## config.mk

```make
export PLATFORM = sky130hd
export DESIGN_NAME = stsreg_ready_ctrl
export DESIGN_NICKNAME = d
export VERILOG_FILES = /design/src/rtl/stsrdy_pkg.sv /design/src/rtl/stsrdy_lowtimer.sv /design/src/rtl/stsrdy_mode_reg.sv /design/src/rtl/stsrdy_status.sv /design/src/rtl/stsreg_ready_ctrl.sv
export SDC_FILE = /design/constraint.sdc
export NUM_CORES = 1
export LEC_CHECK = 0
export BUFFER_PORTS_ARGS = -buffer_cell sky130_fd_sc_hd__buf_4
export CORE_UTILIZATION = 44
export DETAILED_ROUTE_END_ITERATION = 8
export HOLD_SLACK_MARGIN = 0.03
export PLACE_DENSITY = 0.84
export SLEW_MARGIN = 0
export SYNTH_ARGS = -nofsm -noshare
export SYNTH_HDL_FRONTEND = slang
export SYNTH_SLANG_ARGS = --single-unit
export TNS_END_PERCENT = 20
```

## constraint.sdc

```tcl
create_clock -name clk -period 1.6 [get_ports clk]
set_input_delay 0.16 -clock clk [delete_from_list [all_inputs] [get_ports clk]]
set_output_delay 0.16 -clock clk [all_outputs]
set_load 0.02 [all_outputs]
```

## src/rtl/stsrdy_pkg.sv

```systemverilog
package stsrdy_pkg;

    typedef enum logic [1:0] {
        SIG_LEVEL = 2'b00,
        SIG_ERS   = 2'b01,
        SIG_PRG   = 2'b10,
        SIG_BOTH  = 2'b11
    } sig_mode_e;

    typedef struct packed {
        logic       ready;
        logic       ers_susp;
        logic       ers_err;
        logic       prg_err;
        logic       vpp_err;
        logic       prg_susp;
        logic [1:0] rsvd;
    } sts_byte_t;

    localparam sts_byte_t STS_IDLE = sts_byte_t'(8'h80);

    function automatic logic code_ok(input logic [7:0] c);
        return (c[7:2] == 6'd0);
    endfunction

    function automatic logic pulse_hit(input sig_mode_e m, input logic de, input logic dp);
        logic [1:0] mb;
        mb = m;
        return (mb[0] & de) | (mb[1] & dp);
    endfunction

endpackage

```

## src/rtl/stsrdy_lowtimer.sv

```systemverilog
module stsrdy_lowtimer #(
    parameter int LEN = 4
) (
    input  logic clk,
    input  logic rst,
    input  logic clear,
    input  logic start,
    output logic active
);
    localparam int W = $clog2(LEN + 1);

    logic [W-1:0] cnt_q;

    always_ff @(posedge clk) begin
        if (rst || clear)
            cnt_q <= '0;
        else if (start)
            cnt_q <= W'(LEN);
        else if (cnt_q != '0)
            cnt_q <= cnt_q - 1'b1;
    end

    assign active = (cnt_q != '0);

    // a window never ends before its count is spent
    p_no_early_end_r10: assert property (@(posedge clk) disable iff (rst)
        $fell(active) |-> ($past(cnt_q) == W'(1) || $past(clear)));

endmodule

```

## src/rtl/stsrdy_mode_reg.sv

```systemverilog
module stsrdy_mode_reg
    import stsrdy_pkg::*;
(
    input  logic       clk,
    input  logic       rst,
    input  logic       pwrdn,
    input  logic       cfg_wr,
    input  logic [7:0] cfg_code,
    output sig_mode_e  mode,
    output logic       cfg_take
);
    sig_mode_e mode_q;

    assign cfg_take = cfg_wr && code_ok(cfg_code) && !pwrdn;

    always_ff @(posedge clk) begin
        if (rst || pwrdn)
            mode_q <= SIG_LEVEL;
        else if (cfg_take)
            mode_q <= sig_mode_e'(cfg_code[1:0]);
    end

    assign mode = mode_q;

    // unknown codes leave the mode untouched
    p_bad_code_r6: assert property (@(posedge clk) disable iff (rst)
        (cfg_wr && !code_ok(cfg_code) && !pwrdn) |=> $stable(mode_q));

endmodule

```

## src/rtl/stsrdy_status.sv

```systemverilog
module stsrdy_status
    import stsrdy_pkg::*;
(
    input  logic      clk,
    input  logic      rst,
    input  logic      pwrdn,
    input  logic      clr,
    input  logic      busy,
    input  logic      ers_susp,
    input  logic      prg_susp,
    input  logic      err_ers,
    input  logic      err_prg,
    input  logic      err_vpp,
    input  logic      err_lock,
    output sts_byte_t sts
);
    sts_byte_t sts_q;

    always_ff @(posedge clk) begin
        if (rst || pwrdn) begin
            sts_q <= STS_IDLE;
        end else begin
            sts_q.ready    <= ~busy;
            sts_q.ers_susp <= ers_susp;
            sts_q.prg_susp <= prg_susp;
            sts_q.ers_err  <= (sts_q.ers_err & ~clr) | err_ers | err_lock;
            sts_q.prg_err  <= (sts_q.prg_err & ~clr) | err_prg | err_lock;
            sts_q.vpp_err  <= (sts_q.vpp_err & ~clr) | err_vpp;
            sts_q.rsvd     <= 2'b00;
        end
    end

    assign sts = sts_q;

    // ready bit follows the engine one clock later
    p_ready_follow_r3: assert property (@(posedge clk) disable iff (rst)
        !pwrdn |=> (sts_q.ready == !$past(busy)));

    // flags survive until a clear or power-down
    p_sticky_ers_r4: assert property (@(posedge clk) disable iff (rst)
        (sts_q.ers_err && !clr && !pwrdn) |=> sts_q.ers_err);

    p_sticky_vpp_r4: assert property (@(posedge clk) disable iff (rst)
        (sts_q.vpp_err && !clr && !pwrdn) |=> sts_q.vpp_err);

    // lock failure reports on both error bits
    p_lock_pair_r4: assert property (@(posedge clk) disable iff (rst)
        (err_lock && !pwrdn) |=> (sts_q.ers_err && sts_q.prg_err));

endmodule

```

## src/rtl/stsreg_ready_ctrl.sv

```systemverilog
module stsreg_ready_ctrl
    import stsrdy_pkg::*;
#(
    parameter int PULSE_CYC = 4,
    parameter int ABORT_CYC = 6
) (
    input  logic       clk,
    input  logic       rst,
    input  logic       pwrdn,
    input  logic       eng_busy,
    input  logic       eng_ers_susp,
    input  logic       eng_prg_susp,
    input  logic       eng_done_ers,
    input  logic       eng_done_prg,
    input  logic       eng_err_ers,
    input  logic       eng_err_prg,
    input  logic       eng_err_vpp,
    input  logic       eng_err_lock,
    input  logic       clr_sts,
    input  logic       cfg_wr,
    input  logic [7:0] cfg_code,
    output logic [7:0] status,
    output logic       rdy_pull_low
);
    sig_mode_e mode;
    sts_byte_t sts;
    logic      cfg_take;
    logic      running;
    logic      lvl_q;
    logic      pdn_q;
    logic      pulse_go;
    logic      pulse_clr;
    logic      abort_go;
    logic      pulse_act;
    logic      abort_act;

    assign running   = eng_busy & ~eng_prg_susp;
    assign pulse_go  = pulse_hit(mode, eng_done_ers, eng_done_prg);
    assign pulse_clr = pwrdn | cfg_take;
    assign abort_go  = pwrdn & ~pdn_q & running;

    stsrdy_mode_reg u_mode (
        .clk      (clk),
        .rst      (rst),
        .pwrdn    (pwrdn),
        .cfg_wr   (cfg_wr),
        .cfg_code (cfg_code),
        .mode     (mode),
        .cfg_take (cfg_take)
    );

    stsrdy_status u_sts (
        .clk      (clk),
        .rst      (rst),
        .pwrdn    (pwrdn),
        .clr      (clr_sts),
        .busy     (eng_busy),
        .ers_susp (eng_ers_susp),
        .prg_susp (eng_prg_susp),
        .err_ers  (eng_err_ers),
        .err_prg  (eng_err_prg),
        .err_vpp  (eng_err_vpp),
        .err_lock (eng_err_lock),
        .sts      (sts)
    );

    stsrdy_lowtimer #(.LEN(PULSE_CYC)) u_pulse (
        .clk    (clk),
        .rst    (rst),
        .clear  (pulse_clr),
        .start  (pulse_go),
        .active (pulse_act)
    );

    stsrdy_lowtimer #(.LEN(ABORT_CYC)) u_abort (
        .clk    (clk),
        .rst    (rst),
        .clear  (1'b0),
        .start  (abort_go),
        .active (abort_act)
    );

    always_ff @(posedge clk) begin
        if (rst) begin
            lvl_q <= 1'b0;
            pdn_q <= 1'b0;
        end else begin
            lvl_q <= running & ~pwrdn;
            pdn_q <= pwrdn;
        end
    end

    assign status       = sts;
    assign rdy_pull_low = ((mode == SIG_LEVEL) ? lvl_q : pulse_act) | abort_act;

    // level mode tracks the running state
    p_level_track_r2: assert property (@(posedge clk) disable iff (rst)
        (mode == SIG_LEVEL && !pwrdn && !cfg_take && !abort_act)
        |=> (rdy_pull_low == $past(eng_busy && !eng_prg_susp)));

    // power-down restores the idle byte and level mode
    p_pdn_idle_r11: assert property (@(posedge clk) disable iff (rst)
        pwrdn |=> (status == 8'h80 && mode == SIG_LEVEL));

    // an aborted operation keeps the pin low
    p_abort_low_r12: assert property (@(posedge clk) disable iff (rst)
        (pwrdn && !pdn_q && eng_busy && !eng_prg_susp) |=> rdy_pull_low);

    // a completion in a matching pulse mode pulls the pin low
    p_pulse_start_r7: assert property (@(posedge clk) disable iff (rst)
        (mode != SIG_LEVEL && !pulse_clr && pulse_go) |=> rdy_pull_low);

endmodule

```

==> impl_metrics.tcl, run 1 <==
set metrics [dict create \
    start_util_pct 47.2 \
    placed_cell_area_um2 925 \
    synth-simple-area-share_pct 23.2 \
    pre_cts_slack_ns 0.183 \
    place_hpwl_um 1120 \
    overflow 0 \
    die_area_um2 1780 \
    io_pins 31 \
    hold_depth 2 \
    final_cells 127 \
    synthAdderAreaFrac_pct 8.80 \
    worst_slack_ns 0.0829 \
    synth-xor-area-share_pct 2.46 \
    p_per_area_nw_per_um2 1020 \
    clockRootBuffer "clkbuf_4" \
    yosys_warnings 0 \
    grtUsageTotal_pct 17.8 \
    cp_top_family "adder cells" \
    hold_end "u_abort.cnt_q[1]" \
    seq_area_frac_synth_pct 45.1 \
    max-vdd-ir-drop_mv 0.713 \
    setup_viol_count_final 0 \
    place_congestion 0.764 \
    drc 1 \
    ant_nets 0 \
    r2r_cells 6 \
    worstPathRequired_ns 1.44 \
    cellLeakagePower_nw 0.450 \
    drt-total-wl_um 1540 \
    slowest_delay_ns 0.33 \
    floorplan.rows 14 \
    syn2layout_area_growth_pct 44.9 \
    path_class "reg2out" \
    synth_cell_types 31 \
    use_met2_pct 32.0 \
    crit_path_max_fanout 6 \
    crit_path_end_kind "primary output" \
    insertion_delay_ns 0.28 \
    crit_path_frequent_cell "ha_4" \
    use_met1_pct 20.1 \
    worst_slew_pin_slew_ns 0.506 \
    hold_class "in2reg" \
    seq_area_um2 324 \
    synthCells 78 \
    netlist_area_um2 711 \
    fin_skew_ns 0.00251 \
    period_needed_ns 1.52 \
    maxCapViolCount 0 \
    use_met3_pct 3.88 \
    cp_slowest_cell "dfxtp_2" \
    grt_max_degree 10 \
    n_fill_cell 124 \
    cts_tree "done" \
    crit_path_start_kind "register" \
    crit_arrival_ns 1.36 \
    avgRoutedWirePerCell_um 12.1 \
    synth.avg_cell_area_um2 9.11 \
    max_freq_ghz 0.659 \
    vias_per_cell 5.20 \
    synth-compound-area-share_pct 12.0 \
    path_cells "inv_1, ha_4, ha_4, o211ai_1, buf_4" \
    multi_input_area_um2 388 \
    clock_sinks 16 \
    cts-htree-levels 1 \
    fin_setup_tns_ns 0 \
    synth_top_family_by_area "simple AND/OR/NAND/NOR gates" \
    cts.path.max_buffers 2 \
    rsz0062_at_grt "no" \
    grt.busiest_layer "met2" \
    outcome "finished, violations left" \
    drt_iter0_drc 17 \
    synth-seq-cells 16 \
    grt_pass1_wl_um 2420 \
    die_w_um 42.2 \
    vias 660 \
    r2r_start "u_abort.cnt_q[0]" \
    holdCritStartpoint "rst" \
    synth_mux_area_share_pct 1.41 \
    finish.instance_area_um2 1030 \
    relSlewSlack_pct 66.2 \
    finalNetCount 139 \
    critPathBufInv 2 \
    diodes 0 \
    numCtsBuffers 3 \
    dieHeight_um 42.2 \
    finalHoldViolations 0 \
    antenna_found_initial 0 \
    finalCritPeriodShare_pct 94.8 \
    first_pass_iters 7 \
    core_um2 1510 \
    drive_above_1_share_pct 40.5 \
    r2r-end "u_abort.cnt_q[1]" \
    clk_pin_slew_ns 0.09 \
    reg2reg_slack_ns 0.11 \
    grt_pass1_vias 627 \
    slew_violations 0 \
    dp_cells 120 \
    violations "design-rule violations" \
    io_buffers 28 \
]
[worst reg2reg max path, delay by kind of cell (launching register included)]
kind            cells  cell delay, ns
compound gates      1            0.16
fa+ha+maj           1            0.16
buf+inv             2            0.18
flops               1            0.39
simple gates        2            0.54
[logic make-up (layout without fill, tap and decap cells)]
logic type / Yosys count / in the layout
AO/OA/AOI/OAI: 14 / 14
multiplexers: 1 / 1
flip-flops: 16 / 16
adder cells (fa/ha/maj): 5 / 5
XOR/XNOR: 2 / 2
other: 1 / 2
buffers and inverters: 10 / 42
AND/OR/NAND/NOR: 29 / 29
[cells in the mapped netlist (all sizes together)]
| library cell | count | share of area (%) |
|---|---|---|
| dfxtp | 16 | 45 |
| nor2 | 9 | 5.1 |
| inv | 7 | 3.7 |
| a21oi | 5 | 3.5 |
| ha | 5 | 8.8 |
| a211oi | 3 | 3.2 |
| buf | 3 | 2.8 |
| nand2 | 3 | 1.6 |
| o21ai | 3 | 2.1 |
| and2 | 2 | 1.8 |
| nand3 | 2 | 1.4 |
| nor2b | 2 | 1.8 |
| nor3 | 2 | 1.4 |
| nor4 | 2 | 1.8 |
| or2 | 2 | 1.8 |
| a22o | 1 | 1.2 |
| a31oi | 1 | 0.88 |
| conb | 1 | 0.53 |
| mux2i | 1 | 1.4 |
| nand4bb | 1 | 1.6 |
| nor4b | 1 | 1.2 |
| o211ai | 1 | 1.1 |
| or3 | 1 | 0.88 |
| or4 | 1 | 1.1 |
| or4b | 1 | 1.9 |
| xnor2 | 1 | 1.2 |
| xor2 | 1 | 1.2 |
[stage by stage]
stage          utilization, %  hold WS [ns]  power [W]
5_1_grt                  68.4        0.0517    0.00111
4_1_cts                  65.7        0.0340   0.000988
6_report                 68.4        0.0571    0.00105
3_5_place_dp             61.4         0.337   0.000700
3_3_place_gp             61.4         0.336   0.000689
2_1_floorplan               -         0.229   0.000606
[worst max path at each step]
stage / to / slack, ns / depth (start not counted) / from
final: rdy_pull_low / 0.08 / 5 / u_pulse.cnt_q[1]
after floorplan: rdy_pull_low / 0.23 / 4 / u_pulse.cnt_q[0]
after global placement: u_abort.cnt_q[1] / 0.24 / 5 / u_abort.cnt_q[0]
after detailed placement: u_abort.cnt_q[1] / 0.18 / 5 / u_abort.cnt_q[0]
after global routing: rdy_pull_low / 0.01 / 5 / u_pulse.cnt_q[1]
after CTS: rdy_pull_low / 0.02 / 5 / u_abort.cnt_q[0]
[metal layers]
layer | vias up | part of all wire (%)
met5 | - | 0
met4 | 0 | 1.0
met3 | 2 | 5.6
met2 | 23 | 49
met1 | 308 | 44
li1 | 327 | -
[layout by cell type, fill, tap and decap left out]
cell            n
nor2b_1         2
ha_4            3
dlygate4sd3_1   1
nor4b_1         1
ha_1            2
or2_0           1
o21ai_1         2
a21oi_1         5
clkbuf_4        3
dfxtp_1        13
buf_4          30
o21ai_0         1
nand4bb_1       1
or2_4           1
and2_1          2
nor4_1          2
clkbuf_8        1
inv_2           2
a31oi_1         1
or4_1           1
mux2i_1         1
or4b_4          1
xnor2_1         1
dfxtp_2         3
xor2_1          1
nor2_2          1
a22o_1          1
or3_1           1
a211oi_1        3
nand2_1         3
nor3_1          2
nor2_1          8
inv_1           5
nand3_1         2
o211ai_1        1
conb_1          2
[sequential cells by signal (all words and copies together) (netlist names)]
name and flops:
u_pulse.cnt_q 3, lvl_q 1, pdn_q 1, u_sts.sts 6, u_abort.cnt_q 3, u_mode.mode 2
[where the power goes]
group | total [W] | leakage (nW) | switching, W | internal [W]
Sequential | 0.000446 | 0.132 | 0.0000202 | 0.000426
Combinational | 0.000340 | 0.297 | 0.000154 | 0.000186
Clock | 0.000262 | 0.0210 | 0.000124 | 0.000138
Total | 0.00105 | 0.450 | 0.000298 | 0.000750
[layout make-up]
type                    instances  share of cell area [%]
multi-input cells              53                    37.7
flip-flops and latches         16                    31.5
repair buffers                 31                    22.8
clock buffers                   4                    3.52
inverters                       7                    2.55
well taps                      16                    1.94
[repair_timing]
| item | CTS | global route |
|---|---|---|
| setup endpoints to repair | 1 | 1 |
| setup buffers | 0 | 2 |
| gates resized for setup | 7 | 5 |
| endpoints found under the hold margin | 0 | 1 |
| pin swaps | 0 | 3 |
| hold buffers | 0 | 1 |
Power figures use the tool's default switching activity.
==> run 2, diff against run 1 <==
--- a/config.mk
+++ b/config.mk
@@ -6,10 +6,10 @@
 export NUM_CORES = 1
 export LEC_CHECK = 0
 export BUFFER_PORTS_ARGS = -buffer_cell sky130_fd_sc_hd__buf_4
-export CORE_UTILIZATION = 44
+export CORE_UTILIZATION = 48
 export DETAILED_ROUTE_END_ITERATION = 8
 export HOLD_SLACK_MARGIN = 0.03
-export PLACE_DENSITY = 0.84
+export PLACE_DENSITY = 0.9
 export SLEW_MARGIN = 0
 export SYNTH_ARGS = -nofsm -noshare
 export SYNTH_HDL_FRONTEND = slang
==> constraint.sdc (replaced) <==
create_clock -name clk -period 1.8 [get_ports clk]
set_input_delay 0.18 -clock clk [delete_from_list [all_inputs] [get_ports clk]]
set_output_delay 0.18 -clock clk [all_outputs]
set_load 0.02 [all_outputs]
==> impl_metrics.tcl, run 2 (synthesis gave the netlist of run 1 again) <==
set metrics [dict create \
    outcome "completed" \
    clock_sinks 16 \
    overflow 0 \
    hold_class "in2reg" \
    finalCritPeriodShare_pct 97.3 \
    cts.path.max_buffers 2 \
    vias_per_cell 5.25 \
    io_buffers 28 \
    crit_path_start_kind "register" \
    crit_arrival_ns 1.57 \
    io_pins 31 \
    die_w_um 40.5 \
    diodes 0 \
    clk_pin_slew_ns 0.09 \
    cts-htree-levels 1 \
    p_per_area_nw_per_um2 848 \
    crit_path_end_kind "primary output" \
    fin_setup_tns_ns 0 \
    cp_slowest_cell "dfxtp_1" \
    place_congestion 0.721 \
    setup_viol_count_final 0 \
    final_cells 122 \
    finalNetCount 136 \
    cts_resized 0 \
    drt_iter0_drc 15 \
    antenna_found_initial 0 \
    floorplan.rows 13 \
    syn2layout_area_growth_pct 33.5 \
    multi_input_area_um2 350 \
    cellLeakagePower_nw 0.424 \
    max-vdd-ir-drop_mv 0.560 \
    dieHeight_um 40.5 \
    mostFrequentLayoutCell "buf_4" \
    slew_violations 0 \
    worstPathRequired_ns 1.62 \
    r2r_cells 5 \
    ant_nets 0 \
    hold_depth 2 \
    numCtsBuffers 3 \
    grt_max_degree 9 \
    largest_reg_flops 6 \
    max_freq_ghz 0.571 \
    seq_area_um2 320 \
    insertion_delay_ns 0.28 \
    rsz0062_at_grt "no" \
    clockRootBuffer "clkbuf_4" \
    avgRoutedWirePerCell_um 11.9 \
    die_area_um2 1640 \
    drc 0 \
    grt_pass1_vias 528 \
    vias 640 \
    period_needed_ns 1.75 \
    crit_path_max_fanout 5 \
    grt_pass1_wl_um 2030 \
    fin_skew_ns 0.00766 \
    path_cells "or2_2, inv_1, ha_1, o211ai_1, buf_4" \
    place_hpwl_um 1140 \
    cts_tree "done" \
    n_fill_cell 106 \
    start_util_pct 53.3 \
    final_cell_mix "buf_4, dfxtp_1, nor2_1, inv_1, a21oi_1" \
    cts_hold_buf 0 \
    grtUsageTotal_pct 19.2 \
    dp_cells 119 \
    slowest_delay_ns 0.35 \
    holdWs_ns 0.0699 \
    finalHoldViolations 0 \
    drive_above_1_share_pct 32.7 \
    first_pass_iters 4 \
    cts_setup_buffers 0 \
    maxCapViolCount 0 \
    path_class "reg2out" \
    core_um2 1330 \
    drt-total-wl_um 1460 \
]
## run 2: changes by cell type in the layout (fill, tap and decap cells not counted), sizes merged
cell,change
clkbuf,-1
buf,-2
dlygate4sd3,-1
## run 2: worst paths after layout
kind,startpoint,endpoint,slack [ns]
setup / recovery,u_abort.cnt_q[0],rdy_pull_low,0.05
hold / removal,eng_prg_susp,lvl_q,0.07
setup reg to reg,u_abort.cnt_q[0],u_abort.cnt_q[1],0.33
hold reg to reg,u_abort.cnt_q[1],u_abort.cnt_q[1],0.50
## run 2: layer usage
metal  share of wire [%]  global-route usage, %  vias to the layer above
li1                    -                      -                      320
met4                 1.6                   7.50                        0
met5                   0                      0                        -
met3                 5.6                   5.00                        4
met1                  41                   19.5                      292
met2                  52                   36.5                       24
## run 2: area by class of cell
type / count / share of cell area [%]
clock buffer: 3 / 2.37
tap: 15 / 1.98
inverter: 7 / 2.77
multi-input combinational: 53 / 36.9
sequential: 16 / 33.8
timing repair buffer: 28 / 22.2
## run 2: stage by stage
| step | power [W] | worst slack, ns | util (%) | cell area, um2 |
|---|---|---|---|---|
| floorplan | 0.000538 | 0.408 | - | 714 |
| global placement | 0.000612 | 0.410 | 69.2 | 923 |
| detailed placement | 0.000625 | 0.375 | 69.2 | 923 |
| CTS | 0.000810 | 0.0566 | 70.9 | 946 |
| global route | 0.000839 | 0.0141 | 71.1 | 948 |
| finish | 0.000805 | 0.0478 | 71.1 | 948 |
## run 2: power breakdown
part           internal, W  switching [W]  total [W]
clock            0.0000774       0.000105   0.000182
sequential        0.000378      0.0000177   0.000396
combinational     0.000113       0.000114   0.000227
total             0.000568       0.000236   0.000805
## run 2: critical path, delay by kind of cell, from the launching register on
family / cells / cell delay (ns)
AO/OA/AOI/OAI: 1 / 0.14
adder cells (fa/ha/maj): 1 / 0.25
buffers and inverters: 2 / 0.25
flip-flops: 1 / 0.35
AND/OR/NAND/NOR: 1 / 0.31
